$ cat config.mk
export PLATFORM = sky130hd
export DESIGN_NAME = lcdc_regbank
export DESIGN_NICKNAME = d
export VERILOG_FILES = /design/src/rtl/lcdc_pkg.sv /design/src/rtl/lcdc_cfg_regs.sv /design/src/rtl/lcdc_status_flags.sv /design/src/rtl/lcdc_irq_combine.sv /design/src/rtl/lcdc_regbank.sv
export SDC_FILE = /design/constraint.sdc
export NUM_CORES = 1
export LEC_CHECK = 0
export ABC_AREA = 1
export ABC_CLOCK_PERIOD_IN_PS = 1430
export BUFFER_PORTS_ARGS = -buffer_cell sky130_fd_sc_hd__buf_2
export CAP_MARGIN = 20
export CORE_MARGIN = 2
export CORE_UTILIZATION = 35
export CTS_BUF_LIST = sky130_fd_sc_hd__clkbuf_4 sky130_fd_sc_hd__clkbuf_8
export DETAILED_ROUTE_END_ITERATION = 10
export GPL_ROUTABILITY_DRIVEN = 0
export PLACE_DENSITY = 0.62
export REMOVE_ABC_BUFFERS = 1
export SLEW_MARGIN = 5
export SYNTH_ARGS = -nofsm -noshare
export SYNTH_HDL_FRONTEND = slang
export SYNTH_HIERARCHICAL = 1
export SYNTH_SLANG_ARGS = --single-unit
$ cat constraint.sdc
create_clock -name clk -period 1.43 [get_ports clk]
set_input_delay 0.2145 -clock clk [delete_from_list [all_inputs] [get_ports clk]]
set_output_delay 0.2145 -clock clk [all_outputs]
set_load 0.02 [all_outputs]
$ cat src/rtl/lcdc_pkg.sv
package lcdc_pkg;
  localparam int unsigned OFF_CTRL   = 'h00;
  localparam int unsigned OFF_TIM0   = 'h04;
  localparam int unsigned OFF_TIM1   = 'h08;
  localparam int unsigned OFF_TIM2   = 'h0c;
  localparam int unsigned OFF_STAT   = 'h10;
  localparam int unsigned OFF_SUB    = 'h14;

  localparam logic [31:0] CTRL_KEEP_MASK = 32'h01cf_f300;
  localparam logic [31:0] CTRL_RD_ONES   = 32'hfe00_0c34;
  localparam logic [31:0] TIM0_RD_ONES   = 32'h0000_000f;
  localparam logic [31:0] TIM2_RD_ONES   = 32'hfc00_0000;
  localparam logic [31:0] SUB_KEEP_MASK  = 32'ha1ff_ffff;

  localparam logic [1:0]  PLM_NO_FRAME_MARK = 2'd1;

  typedef struct packed {
    logic       en;
    logic       mono;
    logic       tft;
    logic [1:0] plm;
    logic [1:0] imask;
  } ctrl_fields_t;
endpackage

$ cat src/rtl/lcdc_cfg_regs.sv
module lcdc_cfg_regs
  import lcdc_pkg::*;
#(
  parameter int DIM_W = 10
) (
  input  logic                clk,
  input  logic                rst_n,
  input  logic                we_ctrl,
  input  logic                we_tim0,
  input  logic                we_tim1,
  input  logic                we_tim2,
  input  logic                we_sub,
  input  logic [31:0]         wdata,
  output ctrl_fields_t        fields,
  output logic [31:0]         ctrl_keep,
  output logic [31:0]         tim0,
  output logic [31:0]         tim1,
  output logic [31:0]         tim2,
  output logic [31:0]         sub,
  output logic                en_rise,
  output logic                en_fall,
  output logic [1:0]          plm_new
);
  always_ff @(posedge clk or negedge rst_n) begin
    if (!rst_n) begin
      fields    <= '0;
      ctrl_keep <= '0;
      tim0      <= '0;
      tim1      <= '0;
      tim2      <= '0;
      sub       <= '0;
    end else begin
      if (we_ctrl) begin
        fields.en    <= wdata[0];
        fields.mono  <= wdata[1];
        fields.imask <= wdata[4:3];
        fields.tft   <= wdata[7];
        fields.plm   <= wdata[21:20];
        ctrl_keep    <= wdata & CTRL_KEEP_MASK;
      end
      if (we_tim0) tim0 <= wdata;
      if (we_tim1) tim1 <= wdata;
      if (we_tim2) tim2 <= wdata;
      if (we_sub)  sub  <= wdata & SUB_KEEP_MASK;
    end
  end

  always_comb begin
    en_rise = we_ctrl &  wdata[0] & ~fields.en;
    en_fall = we_ctrl & ~wdata[0] &  fields.en;
    plm_new = wdata[21:20];
  end

  // a control write is reflected in the enable field on the next edge
  assert_ctrl_en_R2: assert property (@(posedge clk) disable iff (!rst_n)
    we_ctrl |=> (fields.en == $past(wdata[0])));
endmodule

$ cat src/rtl/lcdc_status_flags.sv
module lcdc_status_flags
  import lcdc_pkg::*;
(
  input  logic       clk,
  input  logic       rst_n,
  input  logic       ev_frame,
  input  logic       ev_pal,
  input  logic       ev_sync,
  input  logic       en_rise,
  input  logic       en_fall,
  input  logic [1:0] plm_new,
  output logic       frame_done,
  output logic       pal_done,
  output logic       sync_err
);
  logic fd_n, pd_n, se_n;

  always_comb begin
    fd_n = frame_done | ev_frame;
    pd_n = pal_done   | ev_pal;
    se_n = sync_err   | ev_sync;
    if (en_fall) begin
      se_n = 1'b0;
      if (plm_new != PLM_NO_FRAME_MARK) fd_n = 1'b1;
    end
    if (en_rise) begin
      fd_n = 1'b0;
      pd_n = 1'b0;
    end
  end

  always_ff @(posedge clk or negedge rst_n) begin
    if (!rst_n) begin
      frame_done <= 1'b0;
      pal_done   <= 1'b0;
      sync_err   <= 1'b0;
    end else begin
      frame_done <= fd_n;
      pal_done   <= pd_n;
      sync_err   <= se_n;
    end
  end

  assert_sticky_frame_R7: assert property (@(posedge clk) disable iff (!rst_n)
    (ev_frame && !en_rise) |=> frame_done);
  assert_sticky_sync_R7: assert property (@(posedge clk) disable iff (!rst_n)
    (ev_sync && !en_fall) |=> sync_err);
  assert_disable_clears_R9: assert property (@(posedge clk) disable iff (!rst_n)
    en_fall |=> !sync_err);
  assert_enable_clears_R10: assert property (@(posedge clk) disable iff (!rst_n)
    en_rise |=> (!frame_done && !pal_done));
endmodule

$ cat src/rtl/lcdc_irq_combine.sv
module lcdc_irq_combine (
  input  logic       frame_done,
  input  logic       pal_done,
  input  logic       sync_err,
  input  logic [1:0] imask,
  output logic       irq
);
  always_comb begin
    irq = (frame_done & imask[0]) | (pal_done & imask[1]) | sync_err;
  end
endmodule

$ cat src/rtl/lcdc_regbank.sv
module lcdc_regbank
  import lcdc_pkg::*;
#(
  parameter int ADDR_W = 8,
  parameter int DIM_W  = 10
) (
  input  logic              clk,
  input  logic              rst_n,
  input  logic              bus_sel,
  input  logic              bus_wr,
  input  logic [ADDR_W-1:0] bus_addr,
  input  logic [31:0]       bus_wdata,
  output logic [31:0]       bus_rdata,
  output logic              bus_err,
  input  logic              ev_frame_done,
  input  logic              ev_palette_done,
  input  logic              ev_sync_err,
  input  logic              redraw_done,
  output logic              panel_en,
  output logic              panel_mono,
  output logic              panel_tft,
  output logic [1:0]        panel_plm,
  output logic [DIM_W:0]    panel_width,
  output logic [DIM_W:0]    panel_height,
  output logic [31:0]       panel_subpanel,
  output logic              redraw_req,
  output logic              irq
);
  localparam int NREG = 6;

  logic [NREG-1:0] hit;
  logic            any_hit;
  logic            wr_acc;

  generate
    for (genvar i = 0; i < NREG; i++) begin : g_dec
      assign hit[i] = bus_sel && (bus_addr == ADDR_W'(4 * i));
    end
  endgenerate

  assign any_hit = |hit;
  assign wr_acc  = bus_sel & bus_wr;

  ctrl_fields_t fields;
  logic [31:0]  ctrl_keep, tim0, tim1, tim2, sub;
  logic         en_rise, en_fall;
  logic [1:0]   plm_new;
  logic         fd, pd, se;

  lcdc_cfg_regs #(.DIM_W(DIM_W)) u_cfg (
    .clk      (clk),
    .rst_n    (rst_n),
    .we_ctrl  (bus_wr & hit[OFF_CTRL/4]),
    .we_tim0  (bus_wr & hit[OFF_TIM0/4]),
    .we_tim1  (bus_wr & hit[OFF_TIM1/4]),
    .we_tim2  (bus_wr & hit[OFF_TIM2/4]),
    .we_sub   (bus_wr & hit[OFF_SUB/4]),
    .wdata    (bus_wdata),
    .fields   (fields),
    .ctrl_keep(ctrl_keep),
    .tim0     (tim0),
    .tim1     (tim1),
    .tim2     (tim2),
    .sub      (sub),
    .en_rise  (en_rise),
    .en_fall  (en_fall),
    .plm_new  (plm_new)
  );

  lcdc_status_flags u_stat (
    .clk       (clk),
    .rst_n     (rst_n),
    .ev_frame  (ev_frame_done),
    .ev_pal    (ev_palette_done),
    .ev_sync   (ev_sync_err),
    .en_rise   (en_rise),
    .en_fall   (en_fall),
    .plm_new   (plm_new),
    .frame_done(fd),
    .pal_done  (pd),
    .sync_err  (se)
  );

  lcdc_irq_combine u_irq (
    .frame_done(fd),
    .pal_done  (pd),
    .sync_err  (se),
    .imask     (fields.imask),
    .irq       (irq)
  );

  logic [31:0] ctrl_rd, stat_rd;

  always_comb begin
    ctrl_rd = CTRL_RD_ONES | ctrl_keep
            | (32'(fields.tft) << 23) | (32'(fields.plm) << 20)
            | (32'(fields.tft) << 7)  | (32'(fields.imask) << 3)
            | (32'(fields.mono) << 1) | 32'(fields.en);
    stat_rd = (32'(pd) << 6) | (32'(se) << 2) | 32'(fd);
    bus_rdata = '0;
    if (!bus_wr) begin
      if (hit[OFF_CTRL/4]) bus_rdata = ctrl_rd;
      if (hit[OFF_TIM0/4]) bus_rdata = tim0 | TIM0_RD_ONES;
      if (hit[OFF_TIM1/4]) bus_rdata = tim1;
      if (hit[OFF_TIM2/4]) bus_rdata = tim2 | TIM2_RD_ONES;
      if (hit[OFF_STAT/4]) bus_rdata = stat_rd;
      if (hit[OFF_SUB/4])  bus_rdata = sub;
    end
  end

  always_ff @(posedge clk or negedge rst_n) begin
    if (!rst_n) begin
      bus_err    <= 1'b0;
      redraw_req <= 1'b1;
    end else begin
      bus_err <= bus_sel & ~any_hit;
      if (wr_acc & (hit[OFF_TIM0/4] | hit[OFF_TIM1/4])) redraw_req <= 1'b1;
      else if (redraw_done)                            redraw_req <= 1'b0;
    end
  end

  assign panel_en       = fields.en;
  assign panel_mono     = fields.mono;
  assign panel_tft      = fields.tft;
  assign panel_plm      = fields.plm;
  assign panel_width    = {1'b0, tim0[DIM_W-1:0]} + 1'b1;
  assign panel_height   = {1'b0, tim1[DIM_W-1:0]} + 1'b1;
  assign panel_subpanel = sub;

  assert_sync_irq_R8: assert property (@(posedge clk) disable iff (!rst_n)
    se |-> irq);
  assert_status_ro_R6: assert property (@(posedge clk) disable iff (!rst_n)
    (wr_acc && hit[OFF_STAT/4] && !ev_frame_done && !ev_palette_done && !ev_sync_err)
      |=> $stable({fd, pd, se}));
  assert_err_strobe_R11: assert property (@(posedge clk) disable iff (!rst_n)
    (bus_sel && !any_hit) |=> bus_err);
  assert_err_cause_R11: assert property (@(posedge clk) disable iff (!rst_n)
    bus_err |-> $past(bus_sel && !any_hit));
  assert_redraw_set_R12: assert property (@(posedge clk) disable iff (!rst_n)
    (wr_acc && hit[OFF_TIM1/4]) |=> redraw_req);
endmodule

==> results of run 1 <==
-- layout make-up --
class	count	area [um^2]	share of cell area (%)
inverter	61	310	2.66
clock inverter	10	161	1.39
multi-input combinational	760	4140	35.5
timing repair inverter	5	65.1	0.558
sequential	142	3560	30.5
clock buffer	22	284	2.44
timing repair buffer	297	2790	23.9
tap	275	344	2.95
-- sequential cells by signal (all words and copies together) (netlist names) --
signal,cells
u_cfg/tim0,32
u_cfg/tim1,32
u_cfg/sub,27
u_cfg/tim2,26
u_cfg/ctrl_keep,13
u_cfg/fields,7
bus_err,1
redraw_req,1
u_stat/frame_done,1
u_stat/pal_done,1
u_stat/sync_err,1
-- placed cells by master (no fill, tap or decap), types with 9 or more instances in the layout --
| cell | n |
|---|---|
| inv_1 | 38 |
| buf_6 | 70 |
| inv_2 | 16 |
| nor2_1 | 13 |
| clkbuf_8 | 19 |
| dfrtp_1 | 138 |
| or2_0 | 9 |
| dlygate4sd3_1 | 15 |
| a21oi_2 | 37 |
| buf_4 | 102 |
| a21oi_1 | 10 |
| buf_12 | 19 |
| nor2_4 | 16 |
| nand3_1 | 18 |
| buf_2 | 78 |
| nand2_4 | 18 |
| nand3_2 | 31 |
| nand2_2 | 72 |
| conb_1 | 12 |
| xor2_1 | 12 |
| nand2_1 | 452 |
-- worst max-delay path, stage by stage (launching register included) --
cell and delay [ns]:
dfrtp_1 0.39, buf_6 0.12, nand3_4 0.08, nor3_2 0.18
buf_4 0.16, buf_6 0.10, xor2_1 0.19, buf_4 0.18
-- metrics by stage --
step	total power [uW]	setup TNS, ns
after floorplan	4480	-214.58
after CTS	8640	-20.22
after global placement	4910	-60.38
after global routing	8960	-29.01
final	8670	-23.24
after detailed placement	4920	-61.87
-- repair_timing --
action / CTS / global route
endpoints found under the setup margin: 54 / 135
pin swaps: 50 / 90
resized for setup: 182 / 211
hold buffers: 15 / 0
setup buffers: 21 / 22
hold endpoints to repair: 73 / 0
cloned: 7 / 11
-- worst max path at each step --
| stage | endpoint | cells after the start | slack [ns] | from |
|---|---|---|---|---|
| floorplan | u_cfg/tim1[0] | 8 | -1.92 | bus_addr[7] |
| global placement | bus_rdata[13] | 12 | -0.47 | bus_addr[1] |
| detailed placement | bus_rdata[13] | 9 | -0.45 | bus_addr[7] |
| CTS | panel_width[5] | 8 | -0.61 | u_cfg/tim0[0] |
| global route | panel_width[5] | 7 | -0.72 | u_cfg/tim0[0] |
| finish | panel_width[5] | 7 | -0.63 | u_cfg/tim0[0] |
-- power groups by stage --
| stage | Sequential (uW) | Clock (uW) | Combinational, uW |
|---|---|---|---|
| 6_report | 4200 | 3640 | 825 |
| 5_1_grt | 4220 | 3850 | 896 |
| 4_1_cts | 4190 | 3690 | 762 |
| 3_5_place_dp | 4270 | 0 | 650 |
| 3_3_place_gp | 4260 | 0 | 644 |
| 2_1_floorplan | 4290 | 0 | 193 |
-- routing by layer --
| layer | vias up | global-route usage, % |
|---|---|---|
| met5 | - | 0 |
| met4 | 0 | 8.32 |
| met2 | 305 | 37.5 |
| met1 | 3703 | 29.0 |
| met3 | 54 | 3.53 |
| li1 | 3641 | - |
==> out/summary.txt, run 1 <==
period utilisation layout - 144%
Initial DRT Pass Iterations - 5
Total Die Area - 22900 um^2
final cell utilization of the core - 55.1%
Design Area, Final - 11700 um^2
final setup vio count - 85
YS warnings - 6
antenna cells - 0
WL/cell - 17.6 um
min setup slack post-route - -0.634 ns
critical path capture point type - output port
fillers - 1826
Vias - 7703
row cnt - 53
placed cell count - 1472
Hold Startpoint - bus_wdata[6]
gr usage total - 22.3%
P per Cell Area - 744 nW/um^2
Reg clk slew, reported paths - 0.09 ns
crit path max fanout - 3
# clock sinks - 142
status - complete, but fails checks
mapped cell area - 7610 um^2
DR iter-0 viols - 611
Die Span Y - 151 um
Arr. time, crit path - 1.85 ns
H-Tree Depth - 4
Final Critical Period - 2.06 ns
Comb pwr share - 9.5%
hold path cells - 3
total wire length - 27700 um
clock group share of total power - 42.0%
failing checks - setup timing
initial core utilization - 36.0%
# DRC - 0
grt total ovfl - 0
routed vias/inst - 4.90
RSZ-0062 raised after global routing - yes
dpl hpwl - 16000 um
FF-to-FF End - redraw_req
CP Class - reg -> out
vias in the first global route - 7136
CTS Root Cell - clkbuf_8
Max rail drop VDD - 0.000524 V
Hold Crit Endpoint - u_cfg/tim0[6]
met1 WL - 11700 um
Max-Cap Viols - 0
Register-to-Register Path Depth - 3
share of cells above drive strength 1 - 43.0%
Sw Ratio - 25.1%
metal3 WL - 1560 um
Reg power frac - 48.5%
deepest clock path buffer count - 2
Sw Pwr - 2180 uW
fin nets - 1334
Pint - 6500 uW
Crit Reg-Reg Startpoint - redraw_req
first-pass GRT wire length - 38800 um
Mapped Cells - 1017
die width - 151 um
Mean Syn Cell Area - 7.48 um^2
PortBufs - 136
CTS tree - built
Final Hold Vio Count - 0
Slew Viols, Final - 0
internal reg-to-reg setup slack - 0.09 ns
dpl cell area - 9080 um^2
Setup WS pre-CTS - -0.454 ns
Inserted Clock Buffers - 17
fmax - 484 MHz
initial antenna violation count - 0
nature of the critical path startpoint - flip-flop
clk_skew - 0.00278 ns
Finished Layout Cells - 1572
leak pwr - 0.00616 uW
Hold Crit Class - in -> reg
post-route antenna net violation count - 0
largest net degree at the start of global routing - 37
Core ar. - 21200 um^2
Met2 Wirelength - 13600 um
Clock Latency Late Sink - 0.45 ns
Fin Hold WS - 0.0254 ns
Top Metal Used - met4
CP required - 1.22 ns
Layout area overhead - 53.1%
num ports - 142
(Power assumes the default switching activity.)
==> inputs of run 2 (changes only) <==
Settings changed: ABC_AREA 1 to not set.
==> run 2 against run 1 <==
  * The flow still finishes with violations (setup timing)
  * Worst setup slack improved by 0.097 ns
  * Sequential power barely moved
  * Clock-buffer cell count shrank 1
  * Power fell by 1.5%
  * Core utilization shrank 0.96 points
  * Global-route usage shrank 0.97 points
  * Flip-flop and latch count stayed put
  * Synthesized area down 1.6%
  * Non-clock buffer count decreased by 12
  * Final area is 2.4% lower
  * Via count decreased by 27%
  * Critical path type is now in -> out
  * Largest cell class unchanged
==> out/summary.txt, run 2 <==
status - complete, but fails checks
failing checks - setup timing
Fin Hold WS - 0.0428 ns
Design Area, Final - 11400 um^2
min setup slack post-route - -0.537 ns
CTS tree - built
internal reg-to-reg setup slack - 0.33 ns
leak pwr - 0.00538 uW
Crit Reg-Reg Startpoint - u_cfg/fields[6]
Worst Setup EP - bus_rdata[20]
Mean Syn Cell Area - 13.7 um^2
DR iter-0 viols - 289
Inserted Clock Buffers - 17
Max rail drop VDD - 0.000560 V
Initial DRT Pass Iterations - 4
deepest clock path buffer count - 2
Die Span Y - 150 um
fmax - 508 MHz
dpl hpwl - 14900 um
Slew Viols, Final - 0
PortBufs - 136
Clock Latency Late Sink - 0.45 ns
CTS Root Cell - clkbuf_8
clk_skew - 0.00304 ns
share of cells above drive strength 1 - 66.2%
Vias - 5648
initial core utilization - 35.6%
CP Class - in -> out
period utilisation layout - 138%
initial antenna violation count - 0
Final Critical Period - 1.97 ns
Arr. time, crit path - 1.75 ns
Register-to-Register Path Depth - 4
Hold Crit Class - in -> reg
antenna cells - 0
placed cell count - 1007
critical path capture point type - output port
gr usage total - 21.3%
CP required - 1.22 ns
Core ar. - 21000 um^2
row cnt - 53
Finished Layout Cells - 1097
# clock sinks - 142
num ports - 142
CP Launch Point - bus_addr[5]
Total Die Area - 22600 um^2
Reg clk slew, reported paths - 0.08 ns
Final Hold Vio Count - 0
die width - 150 um
most frequent cells in the layout - dfrtp_1, mux2_4, buf_6
Mapped Cells - 546
final setup vio count - 167
dpl cell area - 9050 um^2
Max-Cap Viols - 0
crit path max fanout - 3
most common cell after layout, fill and taps aside - dfrtp_1
fin nets - 859
vias in the first global route - 5937
nature of the critical path startpoint - primary input
H-Tree Depth - 4
total wire length - 24000 um
WL/cell - 21.9 um
post-route antenna net violation count - 0
grt total ovfl - 0
FF-to-FF End - u_stat/frame_done
routed vias/inst - 5.15
first-pass GRT wire length - 35800 um
Layout area overhead - 51.9%
final cell utilization of the core - 54.1%
fillers - 1703
P per Cell Area - 751 nW/um^2
total power - 8540 uW
RSZ-0062 raised after global routing - yes
YS warnings - 6
# DRC - 0
biggest regs - u_cfg/tim0: 32 flops, u_cfg/tim1: 32 flops, u_cfg/sub: 27 flops
mapped cell area - 7490 um^2
largest net degree at the start of global routing - 37
## run 2: changes by cell type in the layout (fill, tap and decap cells not counted), moves of 22 or more
cell / previous run / this run
buf_4: 102 / 80
a21oi_2: 37 / 1
inv_1: 38 / 4
buf_6: 70 / 93
nand3_2: 31 / 2
mux2_4: 0 / 137
nand2_2: 72 / 1
nand2_1: 452 / 5
## run 2: layout make-up
type	instances	area, um^2	area share, %
Tap cell	275	344	3.02
Sequential cell	142	3560	31.3
Clock inverter	11	115	1.01
Clock buffer	21	283	2.49
Timing Repair Buffer	285	2750	24.2
Multi-Input combinational cell	356	4290	37.7
Inverter	7	32.5	0.286
## run 2: worst min path at each step
stage	startpoint	endpoint	slack [ns]	cells past startpoint
after CTS	bus_wdata[25]	u_cfg/tim0[25]	0.009	2
after global placement	rst_n	u_cfg/tim2[15]	0.13	1
after global routing	bus_wdata[25]	u_cfg/tim0[25]	0.02	2
final	bus_wdata[25]	u_cfg/tim0[25]	0.04	2
after detailed placement	rst_n	u_cfg/tim2[15]	0.13	1
after floorplan	rst_n	bus_err	-0.08	0
## run 2: power breakdown
group	internal (uW)	total, uW	switching (uW)	leakage [uW]
registers	4120	4200	78.0	0.00195
logic	518	1090	574	0.00323
clock network	1690	3250	1560	0.000197
total	6330	8540	2220	0.00538
## run 2: what timing repair did
action,4_1_cts,5_1_grt
pin swaps,51,32
hold endpoints to repair,131,0
cloned,11,2
hold buffers,8,0
buffers inserted,33,15
endpoints found under the setup margin,165,195
gates resized for setup,218,99
## run 2: per-stage QoR
step / setup WS [ns] / TNS (ns)
after global placement: -0.698 / -88.65
after floorplan: -3.69 / -381.37
after CTS: -0.525 / -34.59
after global routing: -0.570 / -36.14
final: -0.537 / -31.83
after detailed placement: -0.650 / -94.43
## run 2: critical path, cell delays in order
cell and delay (ns):
buf_8 0.10, or4_4 0.54, buf_6 0.14, or3_1 0.37, a32o_1 0.25, buf_6 0.13
## run 2: metal layers
| metal | global-route usage (%) | wire length, um | up-vias |
|---|---|---|---|
| li1 | - | - | 2539 |
| met1 | 29.4 | 10500 | 2899 |
| met2 | 34.0 | 11500 | 174 |
| met3 | 4.39 | 1440 | 36 |
| met4 | 6.08 | 561 | 0 |
| met5 | 0 | 0 | - |
